--- src/rtl/ddr2init_pkg.sv ---
`timescale 1ns/1ps
// Package: shared step and command encodings for the DDR2 init sequencer.
// Assumes the command op field is packed as {ras_n, cas_n, we_n}.
package ddr2init_pkg;

    typedef enum logic [3:0] {
        ST_IDLE,
        ST_PWR,
        ST_CKE,
        ST_PRE_A,
        ST_EMR2,
        ST_EMR3,
        ST_EMR1,
        ST_MR_RST,
        ST_PRE_B,
        ST_REF_A,
        ST_REF_B,
        ST_MR_RUN,
        ST_LOCK,
        ST_DONE
    } step_e;

    typedef enum logic [2:0] {
        OP_MRS = 3'b000,
        OP_REF = 3'b001,
        OP_PRE = 3'b010,
        OP_NOP = 3'b111
    } op_e;

    // Integer division that rounds up; used for ns/us to cycle conversion.
    function automatic int ceil_div(longint num, longint den);
        return int'((num + den - 1) / den);
    endfunction

    // Larger of two integers; used for counter sizing.
    function automatic int imax(int a, int b);
        return (a > b) ? a : b;
    endfunction

endpackage

--- src/rtl/ddr2init_timer.sv ---
`timescale 1ns/1ps
// Module: shared down-counter that times every wait of the sequencer.
// A load sets the count; it then decrements to zero and holds there.
// Assumes the loader never asks for a value wider than CNT_W.
module ddr2init_timer #(
    parameter int CNT_W = 8
) (
    input  logic             clk,
    input  logic             rst_n,
    input  logic             load,
    input  logic [CNT_W-1:0] load_val,
    output logic             expired
);

    logic [CNT_W-1:0] cnt_q;

    // Count down after a load; reset leaves the counter at zero.
    always_ff @(posedge clk) begin
        if (!rst_n) begin
            cnt_q <= '0;
        end else if (load) begin
            cnt_q <= load_val;
        end else if (cnt_q != '0) begin
            cnt_q <= cnt_q - 1'b1;
        end
    end

    // Zero detect drives the sequencer's advance decision.
    always_comb begin
        expired = (cnt_q == '0);
    end


    load_hold_chk: assert property (@(posedge clk) disable iff (!rst_n)
        (load && load_val != '0) |=> !expired);

endmodule

--- src/rtl/ddr2init_seq.sv ---
`timescale 1ns/1ps
// Module: step sequencer for DDR2 power-up.
// Walks the fixed step list. Each timed step has one issue cycle that
// loads the shared timer with its gap, then waits for the timer to expire.
// Assumes every gap parameter is at least 1 cycle.
module ddr2init_seq
    import ddr2init_pkg::*;
#(
    parameter int CNT_W    = 8,
    parameter int N_STABLE = 25000,
    parameter int N_CKE    = 50,
    parameter int TMRD     = 2,
    parameter int TRP      = 4,
    parameter int TRFC     = 14,
    parameter int N_LOCK   = 158
) (
    input  logic             clk,
    input  logic             rst_n,
    input  logic             stable,
    input  logic             expired,
    output logic             load,
    output logic [CNT_W-1:0] load_val,
    output step_e            step,
    output logic             issue
);

    step_e step_q, step_d;
    logic  issue_q;

    // Gap in cycles that follows the issue cycle of a timed step.
    function automatic int gap_of(step_e s);
        case (s)
            ST_CKE:                        return N_CKE;
            ST_PRE_A, ST_PRE_B:            return TRP;
            ST_EMR2, ST_EMR3, ST_EMR1,
            ST_MR_RST, ST_MR_RUN:          return TMRD;
            ST_REF_A, ST_REF_B:            return TRFC;
            ST_LOCK:                       return N_LOCK;
            default:                       return 1;
        endcase
    endfunction

    // Fixed successor of each timed step.
    function automatic step_e next_of(step_e s);
        case (s)
            ST_CKE:    return ST_PRE_A;
            ST_PRE_A:  return ST_EMR2;
            ST_EMR2:   return ST_EMR3;
            ST_EMR3:   return ST_EMR1;
            ST_EMR1:   return ST_MR_RST;
            ST_MR_RST: return ST_PRE_B;
            ST_PRE_B:  return ST_REF_A;
            ST_REF_A:  return ST_REF_B;
            ST_REF_B:  return ST_MR_RUN;
            ST_MR_RUN: return ST_LOCK;
            default:   return ST_DONE;
        endcase
    endfunction

    // Next-step and timer-load decision.
    always_comb begin
        step_d   = step_q;
        load     = 1'b0;
        load_val = CNT_W'(gap_of(step_q) - 1);
        case (step_q)
            ST_IDLE: begin
                if (stable) begin
                    step_d   = ST_PWR;
                    load     = 1'b1;
                    load_val = CNT_W'(N_STABLE - 1);
                end
            end
            ST_PWR: begin
                if (!stable)      step_d = ST_IDLE;
                else if (expired) step_d = ST_CKE;
            end
            ST_DONE: begin
                step_d = ST_DONE;
            end
            default: begin
                if (issue_q)      load   = 1'b1;
                else if (expired) step_d = next_of(step_q);
            end
        endcase
    end

    // Step register and first-cycle flag.
    always_ff @(posedge clk) begin
        if (!rst_n) begin
            step_q  <= ST_IDLE;
            issue_q <= 1'b0;
        end else begin
            step_q  <= step_d;
            issue_q <= (step_d != step_q);
        end
    end

    // Present step state to the command encoder.
    always_comb begin
        step  = step_q;
        issue = issue_q;
    end


    idle_hold_chk: assert property (@(posedge clk) disable iff (!rst_n)
        (step_q == ST_IDLE && !stable) |=> step_q == ST_IDLE);


    pwr_hold_chk: assert property (@(posedge clk) disable iff (!rst_n)
        (step_q == ST_PWR && stable && !expired) |=> step_q == ST_PWR);


    gap_hold_chk: assert property (@(posedge clk) disable iff (!rst_n)
        (!(step_q inside {ST_IDLE, ST_PWR, ST_DONE}) && !issue_q && !expired)
        |=> step_q == $past(step_q));

endmodule

--- src/rtl/ddr2init_cmd.sv ---
`timescale 1ns/1ps
// Module: command encoder. Turns the current step into registered
// CKE, command, bank and address outputs. Commands are driven only in
// the issue cycle of a step; every other cycle carries NOP or deselect.
// Assumes ADDR_W >= 11 so that A10 and A8 exist.
module ddr2init_cmd
    import ddr2init_pkg::*;
#(
    parameter int ADDR_W = 13
) (
    input  logic              clk,
    input  logic              rst_n,
    input  step_e             step,
    input  logic              issue,
    input  logic [ADDR_W-1:0] mr_cfg,
    input  logic [ADDR_W-1:0] emr1_cfg,
    input  logic [ADDR_W-1:0] emr2_cfg,
    input  logic [ADDR_W-1:0] emr3_cfg,
    output logic              cke,
    output logic              odt,
    output logic              cs_n,
    output logic              ras_n,
    output logic              cas_n,
    output logic              we_n,
    output logic [1:0]        ba,
    output logic [ADDR_W-1:0] addr,
    output logic              done
);

    localparam int A_PALL   = 10;
    localparam int A_DLLRST = 8;
    localparam int A_DLLDIS = 0;

    op_e               op_d, op_q;
    logic              cke_d, cs_n_d, done_d;
    logic [1:0]        ba_d;
    logic [ADDR_W-1:0] addr_d;

    // Decode step into the next bus value.
    always_comb begin
        op_d   = OP_NOP;
        ba_d   = 2'b00;
        addr_d = '0;
        cke_d  = !(step inside {ST_IDLE, ST_PWR});
        cs_n_d = !cke_d;
        done_d = (step == ST_DONE);
        if (issue) begin
            case (step)
                ST_PRE_A, ST_PRE_B: begin
                    op_d           = OP_PRE;
                    addr_d[A_PALL] = 1'b1;
                end
                ST_EMR2: begin
                    op_d   = OP_MRS;
                    ba_d   = 2'b10;
                    addr_d = emr2_cfg;
                end
                ST_EMR3: begin
                    op_d   = OP_MRS;
                    ba_d   = 2'b11;
                    addr_d = emr3_cfg;
                end
                ST_EMR1: begin
                    op_d             = OP_MRS;
                    ba_d             = 2'b01;
                    addr_d           = emr1_cfg;
                    addr_d[A_DLLDIS] = 1'b0;
                end
                ST_MR_RST: begin
                    op_d             = OP_MRS;
                    addr_d           = mr_cfg;
                    addr_d[A_DLLRST] = 1'b1;
                end
                ST_MR_RUN: begin
                    op_d             = OP_MRS;
                    addr_d           = mr_cfg;
                    addr_d[A_DLLRST] = 1'b0;
                end
                ST_REF_A, ST_REF_B: begin
                    op_d = OP_REF;
                end
                default: begin
                    op_d = OP_NOP;
                end
            endcase
        end
    end

    // Output registers; reset puts the bus in deselect with CKE low.
    always_ff @(posedge clk) begin
        if (!rst_n) begin
            op_q <= OP_NOP;
            cke  <= 1'b0;
            cs_n <= 1'b1;
            ba   <= 2'b00;
            addr <= '0;
            done <= 1'b0;
            odt  <= 1'b0;
        end else begin
            op_q <= op_d;
            cke  <= cke_d;
            cs_n <= cs_n_d;
            ba   <= ba_d;
            addr <= addr_d;
            done <= done_d;
            odt  <= 1'b0;
        end
    end

    // Split the op field onto the strobe pins.
    always_comb begin
        {ras_n, cas_n, we_n} = op_q;
    end

endmodule

--- src/rtl/ddr2_init_seq.sv ---
`timescale 1ns/1ps
// Module: top of the DDR2 power-up initialization sequencer.
// Converts time parameters to cycles (rounding up), sizes the shared
// timer and places the lock remainder so init_done lands DLL_LOCK_CYC
// cycles after the DLL-reset load. Assumes ADDR_W >= 11.
module ddr2_init_seq
    import ddr2init_pkg::*;
#(
    parameter int CLK_PERIOD_PS  = 8000,
    parameter int STABLE_WAIT_NS = 200000,
    parameter int CKE_WAIT_NS    = 400,
    parameter int TMRD_CYC       = 2,
    parameter int TRP_CYC        = 4,
    parameter int TRFC_CYC       = 14,
    parameter int DLL_LOCK_CYC   = 200,
    parameter int ADDR_W         = 13
) (
    input  logic              clk,
    input  logic              rst_n,
    input  logic              pwr_ok,
    input  logic              clk_ok,
    input  logic [ADDR_W-1:0] mr_cfg,
    input  logic [ADDR_W-1:0] emr1_cfg,
    input  logic [ADDR_W-1:0] emr2_cfg,
    input  logic [ADDR_W-1:0] emr3_cfg,
    output logic              cke,
    output logic              odt,
    output logic              cs_n,
    output logic              ras_n,
    output logic              cas_n,
    output logic              we_n,
    output logic [1:0]        ba,
    output logic [ADDR_W-1:0] addr,
    output logic              init_done
);

    localparam int N_STABLE = imax(ceil_div(longint'(STABLE_WAIT_NS) * 1000, CLK_PERIOD_PS), 1);
    localparam int N_CKE    = imax(ceil_div(longint'(CKE_WAIT_NS) * 1000, CLK_PERIOD_PS), 1);
    // Cycles from the DLL-reset load to the lock step's issue cycle.
    localparam int TAIL     = 2 * TMRD_CYC + TRP_CYC + 2 * TRFC_CYC + 5;
    localparam int N_LOCK   = (DLL_LOCK_CYC - 1 > TAIL) ? (DLL_LOCK_CYC - 1 - TAIL) : 1;
    localparam int MAX_GAP  = imax(imax(N_STABLE, N_CKE), imax(imax(TRFC_CYC, N_LOCK), imax(TRP_CYC, TMRD_CYC)));
    localparam int CNT_W    = $clog2(MAX_GAP + 1);

    logic             stable;
    logic             tmr_load;
    logic [CNT_W-1:0] tmr_val;
    logic             tmr_expired;
    step_e            step;
    logic             issue;

    // Both stability indications must be present to start or hold the wait.
    always_comb begin
        stable = pwr_ok && clk_ok;
    end

    ddr2init_timer #(.CNT_W(CNT_W)) i_timer (
        .clk      (clk),
        .rst_n    (rst_n),
        .load     (tmr_load),
        .load_val (tmr_val),
        .expired  (tmr_expired)
    );

    ddr2init_seq #(
        .CNT_W    (CNT_W),
        .N_STABLE (N_STABLE),
        .N_CKE    (N_CKE),
        .TMRD     (TMRD_CYC),
        .TRP      (TRP_CYC),
        .TRFC     (TRFC_CYC),
        .N_LOCK   (N_LOCK)
    ) i_seq (
        .clk      (clk),
        .rst_n    (rst_n),
        .stable   (stable),
        .expired  (tmr_expired),
        .load     (tmr_load),
        .load_val (tmr_val),
        .step     (step),
        .issue    (issue)
    );

    ddr2init_cmd #(.ADDR_W(ADDR_W)) i_cmd (
        .clk      (clk),
        .rst_n    (rst_n),
        .step     (step),
        .issue    (issue),
        .mr_cfg   (mr_cfg),
        .emr1_cfg (emr1_cfg),
        .emr2_cfg (emr2_cfg),
        .emr3_cfg (emr3_cfg),
        .cke      (cke),
        .odt      (odt),
        .cs_n     (cs_n),
        .ras_n    (ras_n),
        .cas_n    (cas_n),
        .we_n     (we_n),
        .ba       (ba),
        .addr     (addr),
        .done     (init_done)
    );


    done_sticky_chk: assert property (@(posedge clk) disable iff (!rst_n)
        init_done |=> init_done);


    done_nop_chk: assert property (@(posedge clk) disable iff (!rst_n)
        init_done |-> (cke && !cs_n && ras_n && cas_n && we_n));


    pre_all_chk: assert property (@(posedge clk) disable iff (!rst_n)
        (!cs_n && !ras_n && cas_n && !we_n) |-> addr[10]);


    emr1_dll_chk: assert property (@(posedge clk) disable iff (!rst_n)
        (!cs_n && !ras_n && !cas_n && !we_n && ba == 2'b01) |-> !addr[0]);

endmodule

--- config.mk ---
export PLATFORM = sky130hd
export DESIGN_NAME = ddr2_init_seq
export DESIGN_NICKNAME = d
export VERILOG_FILES = /design/src/rtl/ddr2init_pkg.sv /design/src/rtl/ddr2init_timer.sv /design/src/rtl/ddr2init_seq.sv /design/src/rtl/ddr2init_cmd.sv /design/src/rtl/ddr2_init_seq.sv
export SDC_FILE = /design/constraint.sdc
export NUM_CORES = 1
export LEC_CHECK = 0
export ABC_AREA = 1
export BUFFER_PORTS_ARGS = -buffer_cell sky130_fd_sc_hd__buf_2
export CAP_MARGIN = 20
export CORE_MARGIN = 2
export CORE_UTILIZATION = 48
export DETAILED_ROUTE_END_ITERATION = 6
export GPL_ROUTABILITY_DRIVEN = 0
export PLACE_DENSITY = 0.76
export SLEW_MARGIN = 5
export SYNTH_ARGS = -nofsm -noshare
export SYNTH_HDL_FRONTEND = slang
export SYNTH_SLANG_ARGS = --single-unit
--- constraint.sdc ---
create_clock -name clk -period 2.1 [get_ports clk]
set_input_delay 0.105 -clock clk [delete_from_list [all_inputs] [get_ports clk]]
set_output_delay 0.105 -clock clk [all_outputs]
set_load 0.02 [all_outputs]
==> results of run 1 <==
area by class of cell:
cell class,instances,area (µm²)
Fill cell,495,2008
Multi-Input combinational cell,301,1872
Sequential cell,52,1044
Timing Repair Buffer,107,641.9
Inverter,57,239.0
Tap cell,75,93.84
Clock buffer,5,68.82
Clock inverter,3,23.77
cell usage in the layout (no fill, tap or decap), types with 6 or more instances in the layout:
| cell | synthesis | routed |
|---|---|---|
| nand2_1 | 108 | 98 |
| nand2_4 | 5 | 7 |
| inv_2 | 8 | 11 |
| nand3_2 | 5 | 7 |
| xor2_1 | 9 | 9 |
| o21ai_0 | 21 | 20 |
| a41oi_1 | 10 | 10 |
| dfxtp_1 | 52 | 50 |
| nand4_1 | 10 | 10 |
| o21ai_2 | 6 | 7 |
| nor2_2 | 5 | 8 |
| nand2_2 | 7 | 14 |
| nor2_4 | 5 | 6 |
| a21oi_1 | 16 | 16 |
| nor2_1 | 36 | 32 |
| inv_1 | 46 | 40 |
| buf_4 | 2 | 29 |
| buf_2 | 6 | 74 |
| nand3_1 | 21 | 17 |
cells in the mapped netlist (6+ instances only):
master,n
nor2_1,36
inv_1,46
o21ai_0,21
nand2_2,7
inv_2,8
a21oi_1,16
ha_1,9
buf_2,6
nand4_1,10
xor2_1,9
o21ai_2,6
nand3_1,21
a41oi_1,10
nand2_1,108
dfxtp_1,52
power by group through the flow:
stage | Combinational (W) | Sequential (W) | Clock (W)
6_report | 0.00160 | 0.00123 | 0.000596
5_1_grt | 0.00182 | 0.00124 | 0.000644
4_1_cts | 0.00143 | 0.00122 | 0.000597
3_5_place_dp | 0.00139 | 0.00124 | 0
3_3_place_gp | 0.00136 | 0.00123 | 0
2_1_floorplan | 0.00109 | 0.00122 | 0
logic make-up (layout without fill, tap and decap cells):
| group | count (synthesis) | count (layout) | synth area share, % |
|---|---|---|---|
| fa+ha+maj | 9 | 9 | 3.722 |
| other cells | 1 | 1 | 0.1240 |
| compound gates | 67 | 67 | 14.02 |
| simple gates | 213 | 213 | 34.74 |
| xor+xnor | 11 | 11 | 3.185 |
| buf+inv | 68 | 172 | 9.802 |
| flops | 52 | 52 | 34.41 |
metrics by stage:
step | cell area, µm² | setup WS, ps | setup TNS [ps] | hold slack, ps | total power [W]
after floorplan | 3025 | 116.6 | 0 | 202.6 | 0.002316
after global placement | 3557 | 54.32 | 0 | 381.9 | 0.002590
after detailed placement | 3557 | -62.66 | -96.20 | 384.7 | 0.002627
after CTS | 3706 | -1.282 | -1.282 | 48.95 | 0.003249
after global routing | 3983 | -157.2 | -854.6 | 59.00 | 0.003701
final | 3983 | -27.01 | -27.38 | 46.31 | 0.003425
worst paths after layout:
kind | cells after the start | endpoint | from | slack (ps)
hold / removal | 3 | i_cmd.addr[0]$_SDFF_PN0_ | emr2_cfg[0] | 50
setup reg to reg | 17 | flip-flop | i_timer.cnt_q[1]$_SDFFE_PN0P_ | -30
setup / recovery | 17 | flip-flop | i_timer.cnt_q[1]$_SDFFE_PN0P_ | -30
hold reg to reg | 2 | i_timer.cnt_q[1]$_SDFFE_PN0P_ | i_timer.cnt_q[1]$_SDFFE_PN0P_ | 540
layer usage:
layer	vias up	GRT usage [%]	part of all wire, %
li1	1566	-	-
met1	1488	28.02	42
met2	82	38.78	51
met3	17	3.479	4.5
met4	0	8.793	2.4
met5	-	0	0
what timing repair did:
| item | in CTS | in global routing |
|---|---|---|
| endpoints found under the setup margin | 4 | 11 |
| gates resized for setup | 11 | 46 |
| setup buffers | 3 | 14 |
| pin swaps | 4 | 20 |
worst max-delay path, delay by kind of cell (launching register included):
family | cells | cell delay (ps)
AO/OA/AOI/OAI | 1 | 130
AND/OR/NAND/NOR | 10 | 1030
buffers and inverters | 4 | 280
flip-flops | 1 | 340
adder cells (fa/ha/maj) | 2 | 280
==> results.json, run 1 <==
{
  "status": "finished, violations left",
  "violations": "negative setup slack",
  "die_y_um": 83.39,
  "synth_ff_type": "dfxtp_1",
  "wirelength_um": 8349,
  "port_buffers": 74,
  "synth-edff-count": 0,
  "yosys_warnings": 0,
  "fin_ws_ps": -27.01,
  "dr_total_vias": 3153,
  "dp_hpwl_um": 5743,
  "power_frac_comb_pct": 46.8,
  "synth_top_area_cell": "dfxtp_1",
  "fin_util_pct": 66.48,
  "cts_inserted_buffers": 5,
  "avgSynthCellArea_um2": 7.186,
  "ys_types": 42,
  "grt_pass1_vias": 3032,
  "cp-end-kind": "flip-flop",
  "wire_per_inst_um": 13.92,
  "maxCapViolations": 0,
  "grt-ovfl-total": 0,
  "fmax_mhz": 470.1,
  "antenna_left": 0,
  "area_growth_pct": 31.64,
  "crit_top_cell": "nand2_2",
  "finalCriticalPeriod_ps": 2127,
  "cpPeakStageDelay_ps": 340,
  "grt_max_degree": 18,
  "clock_latency_ps": 320,
  "rows": 28,
  "p_int_w": 0.002002,
  "setup_violations": 2,
  "cts_tree": "built",
  "seq_power_share_pct": 35.8,
  "die_area_mm2": 0.006954,
  "syn-num-nets": 486,
  "arrival_ps": 2390,
  "route.detailed.drc": 0,
  "synthCells": 421,
  "synth_area_mm2": 0.003025,
  "drt_iter0_markers": 214,
  "crit_path_cell_trace": "inv_2 -> ha_4 -> inv_2 -> nor2_2 -> nand2_2 -> nor2_4 -> nand2_2 -> nand2_1 -> nand4_1 -> nand2_2 -> nor2_4 -> inv_4 -> ha_4 -> inv_1 -> nand2_1 -> nand2_4 -> a21boi_2",
  "core_area_mm2": 0.005991,
  "grt_setup_unrepaired": "true",
  "io_pins": 78,
  "worst_path_max_delay_cell": "dfxtp_2",
  "clock_power_share_pct": 17.4,
  "switchingPower_w": 0.001423,
  "max_slew_margin_pct": 59.43,
  "hp-class": "in2reg",
  "tightestPinTransition_ps": 607.0,
  "swShare_pct": 41.55,
  "slew_viol_final": 0,
  "hold_viol_final": 0,
  "grt_pass1_wl_um": 13090,
  "numClockSinks": 52,
  "startpoint_type": "flip-flop",
  "ys_seq_elements": 52,
  "viasPerCell": 5.255,
  "cellPowerDensity_mw_per_mm2": 860.1,
  "crit_type": "reg2reg",
  "clk_pin_slew_ps": 100,
  "finalCritPeriodShare_pct": 101.3,
  "final_cells": 600,
  "ys_seq_area_share_pct": 34.41,
  "dr.pass1.iters": 4,
  "initial_core_util_pct": 50.50,
  "clock_skew_ps": 10.53,
  "drive_above_1_share_pct": 38.48,
  "cts_root_buf": "clkbuf_8",
  "synth_area_leaders": "dfxtp_1 34%, nand2_1 13%, inv_1 5.7%",
  "synth_top_area_share_pct": 34.41,
  "grtUsageTotal_pct": 22.47,
  "nets": 589,
  "antenna_found_initial": 0,
  "die_w_um": 83.39,
  "critPathMaxFanout": 5,
  "synth-async-reset-ratio_pct": 0,
  "critPathRequiredTime_ps": 2360,
  "power.leakage_nw": 1.878,
  "ir_drop_mv": 0.5718,
  "place_inst": 576,
  "cts_max_path_buffers": 2,
  "hold_buffers": 0,
  "htreeDepth": 2,
  "n_antenna_cell": 0
}
Power figures use the tool's default switching activity.
==> inputs of run 2 (changes only) <==
--- a/config.mk
+++ b/config.mk
@@ -13,6 +13,7 @@
 export DETAILED_ROUTE_END_ITERATION = 6
 export GPL_ROUTABILITY_DRIVEN = 0
 export PLACE_DENSITY = 0.76
+export SKIP_CTS_REPAIR_TIMING = 1
 export SLEW_MARGIN = 5
 export SYNTH_ARGS = -nofsm -noshare
 export SYNTH_HDL_FRONTEND = slang
==> results.json, run 2 (synthesis gave the netlist of run 1 again) <==
{
  "grt_busiest_layer": "met2",
  "n_antenna_cell": 0,
  "swShare_pct": 41.65,
  "status": "finished, violations left",
  "stdcell_area_mm2": 0.003969,
  "max_slew_margin_pct": 59.02,
  "grt_setup_unrepaired": "true",
  "place_inst": 576,
  "startpoint_type": "flip-flop",
  "antenna_left": 0,
  "grt_pass1_vias": 3000,
  "numClockSinks": 52,
  "dp_hpwl_um": 5743,
  "cts_max_path_buffers": 2,
  "drt_iter0_markers": 217,
  "cts_tree": "built",
  "die_w_um": 83.39,
  "setup_violations": 2,
  "cts_inserted_buffers": 5,
  "htreeDepth": 2,
  "dr.pass1.iters": 4,
  "critPathMaxFanout": 5,
  "rows": 28,
  "fin_ws_ps": -18.45,
  "ir_drop_mv": 0.5119,
  "drive_above_1_share_pct": 38.43,
  "grt_use_met3_pct": 3.380,
  "clock_skew_ps": 9.686,
  "dpl-instance-area_mm2": 0.003557,
  "finalCritPeriodShare_pct": 100.9,
  "slew_viol_final": 0,
  "hold_viol_final": 0,
  "cellPowerDensity_mw_per_mm2": 857.2,
  "final_common_cell": "nand2_1",
  "p_total_w": 0.003402,
  "critPathRequiredTime_ps": 2360,
  "final_cell_mix": "97 x nand2_1, 74 x buf_2, 50 x dfxtp_1",
  "violations": "negative setup slack",
  "port_buffers": 74,
  "hp-class": "in2reg",
  "use_met2_pct": 38.71,
  "power_frac_comb_pct": 46.7,
  "crit_type": "reg2reg",
  "use_met1_pct": 27.40,
  "wirelength_um": 8321,
  "die_area_mm2": 0.006954,
  "die_y_um": 83.39,
  "fin_util_pct": 66.25,
  "cts_root_buf": "clkbuf_8",
  "tightestPinTransition_ps": 613.3,
  "hold-worst-slack_ps": 49.86,
  "nets": 587,
  "clock_power_share_pct": 17.3,
  "grt_max_degree": 18,
  "core_area_mm2": 0.005991,
  "maxCapViolations": 0,
  "grt-ovfl-total": 0,
  "grtUsageTotal_pct": 22.12,
  "power.leakage_nw": 1.862,
  "dr_total_vias": 3091,
  "wire_per_inst_um": 13.91,
  "clock_latency_ps": 320,
  "route.detailed.drc": 0,
  "initial_core_util_pct": 50.50,
  "p_int_w": 0.001985,
  "viasPerCell": 5.169,
  "area_growth_pct": 31.18,
  "finalCriticalPeriod_ps": 2118,
  "io_pins": 78,
  "cp-end-kind": "flip-flop",
  "final_cells": 598,
  "grt_pass1_wl_um": 12900,
  "seq_power_share_pct": 36.0,
  "switchingPower_w": 0.001417,
  "clk_pin_slew_ps": 100,
  "fmax_mhz": 472.0,
  "arrival_ps": 2370,
  "antenna_found_initial": 0
}
-- run 2: path summary, 6_finish.rpt --
path | startpoint | to | slack [ps] | cells past startpoint
setup / recovery | i_timer.cnt_q[1]$_SDFFE_PN0P_ | flip-flop | -20 | 16
hold / removal | emr2_cfg[0] | i_cmd.addr[0]$_SDFF_PN0_ | 50 | 3
setup reg to reg | i_timer.cnt_q[1]$_SDFFE_PN0P_ | flip-flop | -20 | 16
hold reg to reg | i_timer.cnt_q[1]$_SDFFE_PN0P_ | i_timer.cnt_q[1]$_SDFFE_PN0P_ | 540 | 2
-- run 2: through the flow --
| step | worst slack, ps | TNS [ps] |
|---|---|---|
| 6_report | -18.45 | -20.47 |
| 5_1_grt | -159.0 | -887.5 |
| 4_1_cts | -101.2 | -216.2 |
| 3_5_place_dp | -62.66 | -96.20 |
| 3_3_place_gp | 54.32 | 0 |
| 2_1_floorplan | 116.6 | 0 |
-- run 2: final cells by class --
| cell class | count | area, µm² |
|---|---|---|
| clock buffers | 5 | 68.82 |
| clock inverters | 3 | 23.77 |
| flip-flops and latches | 52 | 1044 |
| repair buffers | 104 | 626.9 |
| multi-input cells | 302 | 1876 |
| inverters | 57 | 236.5 |
| well taps | 75 | 93.84 |
| fillers | 492 | 2022 |
-- run 2: power groups by stage --
| stage | clock network (W) | logic [W] | registers, W |
|---|---|---|---|
| floorplan | 0 | 0.00109 | 0.00122 |
| CTS | 0.000597 | 0.00140 | 0.00122 |
| global placement | 0 | 0.00136 | 0.00123 |
| finish | 0.000589 | 0.00159 | 0.00123 |
| detailed placement | 0 | 0.00139 | 0.00124 |
| global route | 0.000642 | 0.00178 | 0.00124 |
-- run 2: critical path, stage by stage (launching register included) --
cell and delay (ps):
dfxtp_2 340, inv_2 80, ha_4 130, inv_2 30, nor2_2 100, nand2_2 80
nor2_4 200, nand3_4 120, nand2_2 100, nand3_2 90, nand2_2 100, nand2_4 90
inv_6 110, ha_4 210, nor2_4 80, nand2_2 70, a21boi_2 130
-- run 2: layer usage --
layer | vias up | share of wire, %
met5 | - | 0
met4 | 0 | 2.2
met3 | 18 | 4.1
met2 | 80 | 50
met1 | 1430 | 43
li1 | 1563 | -
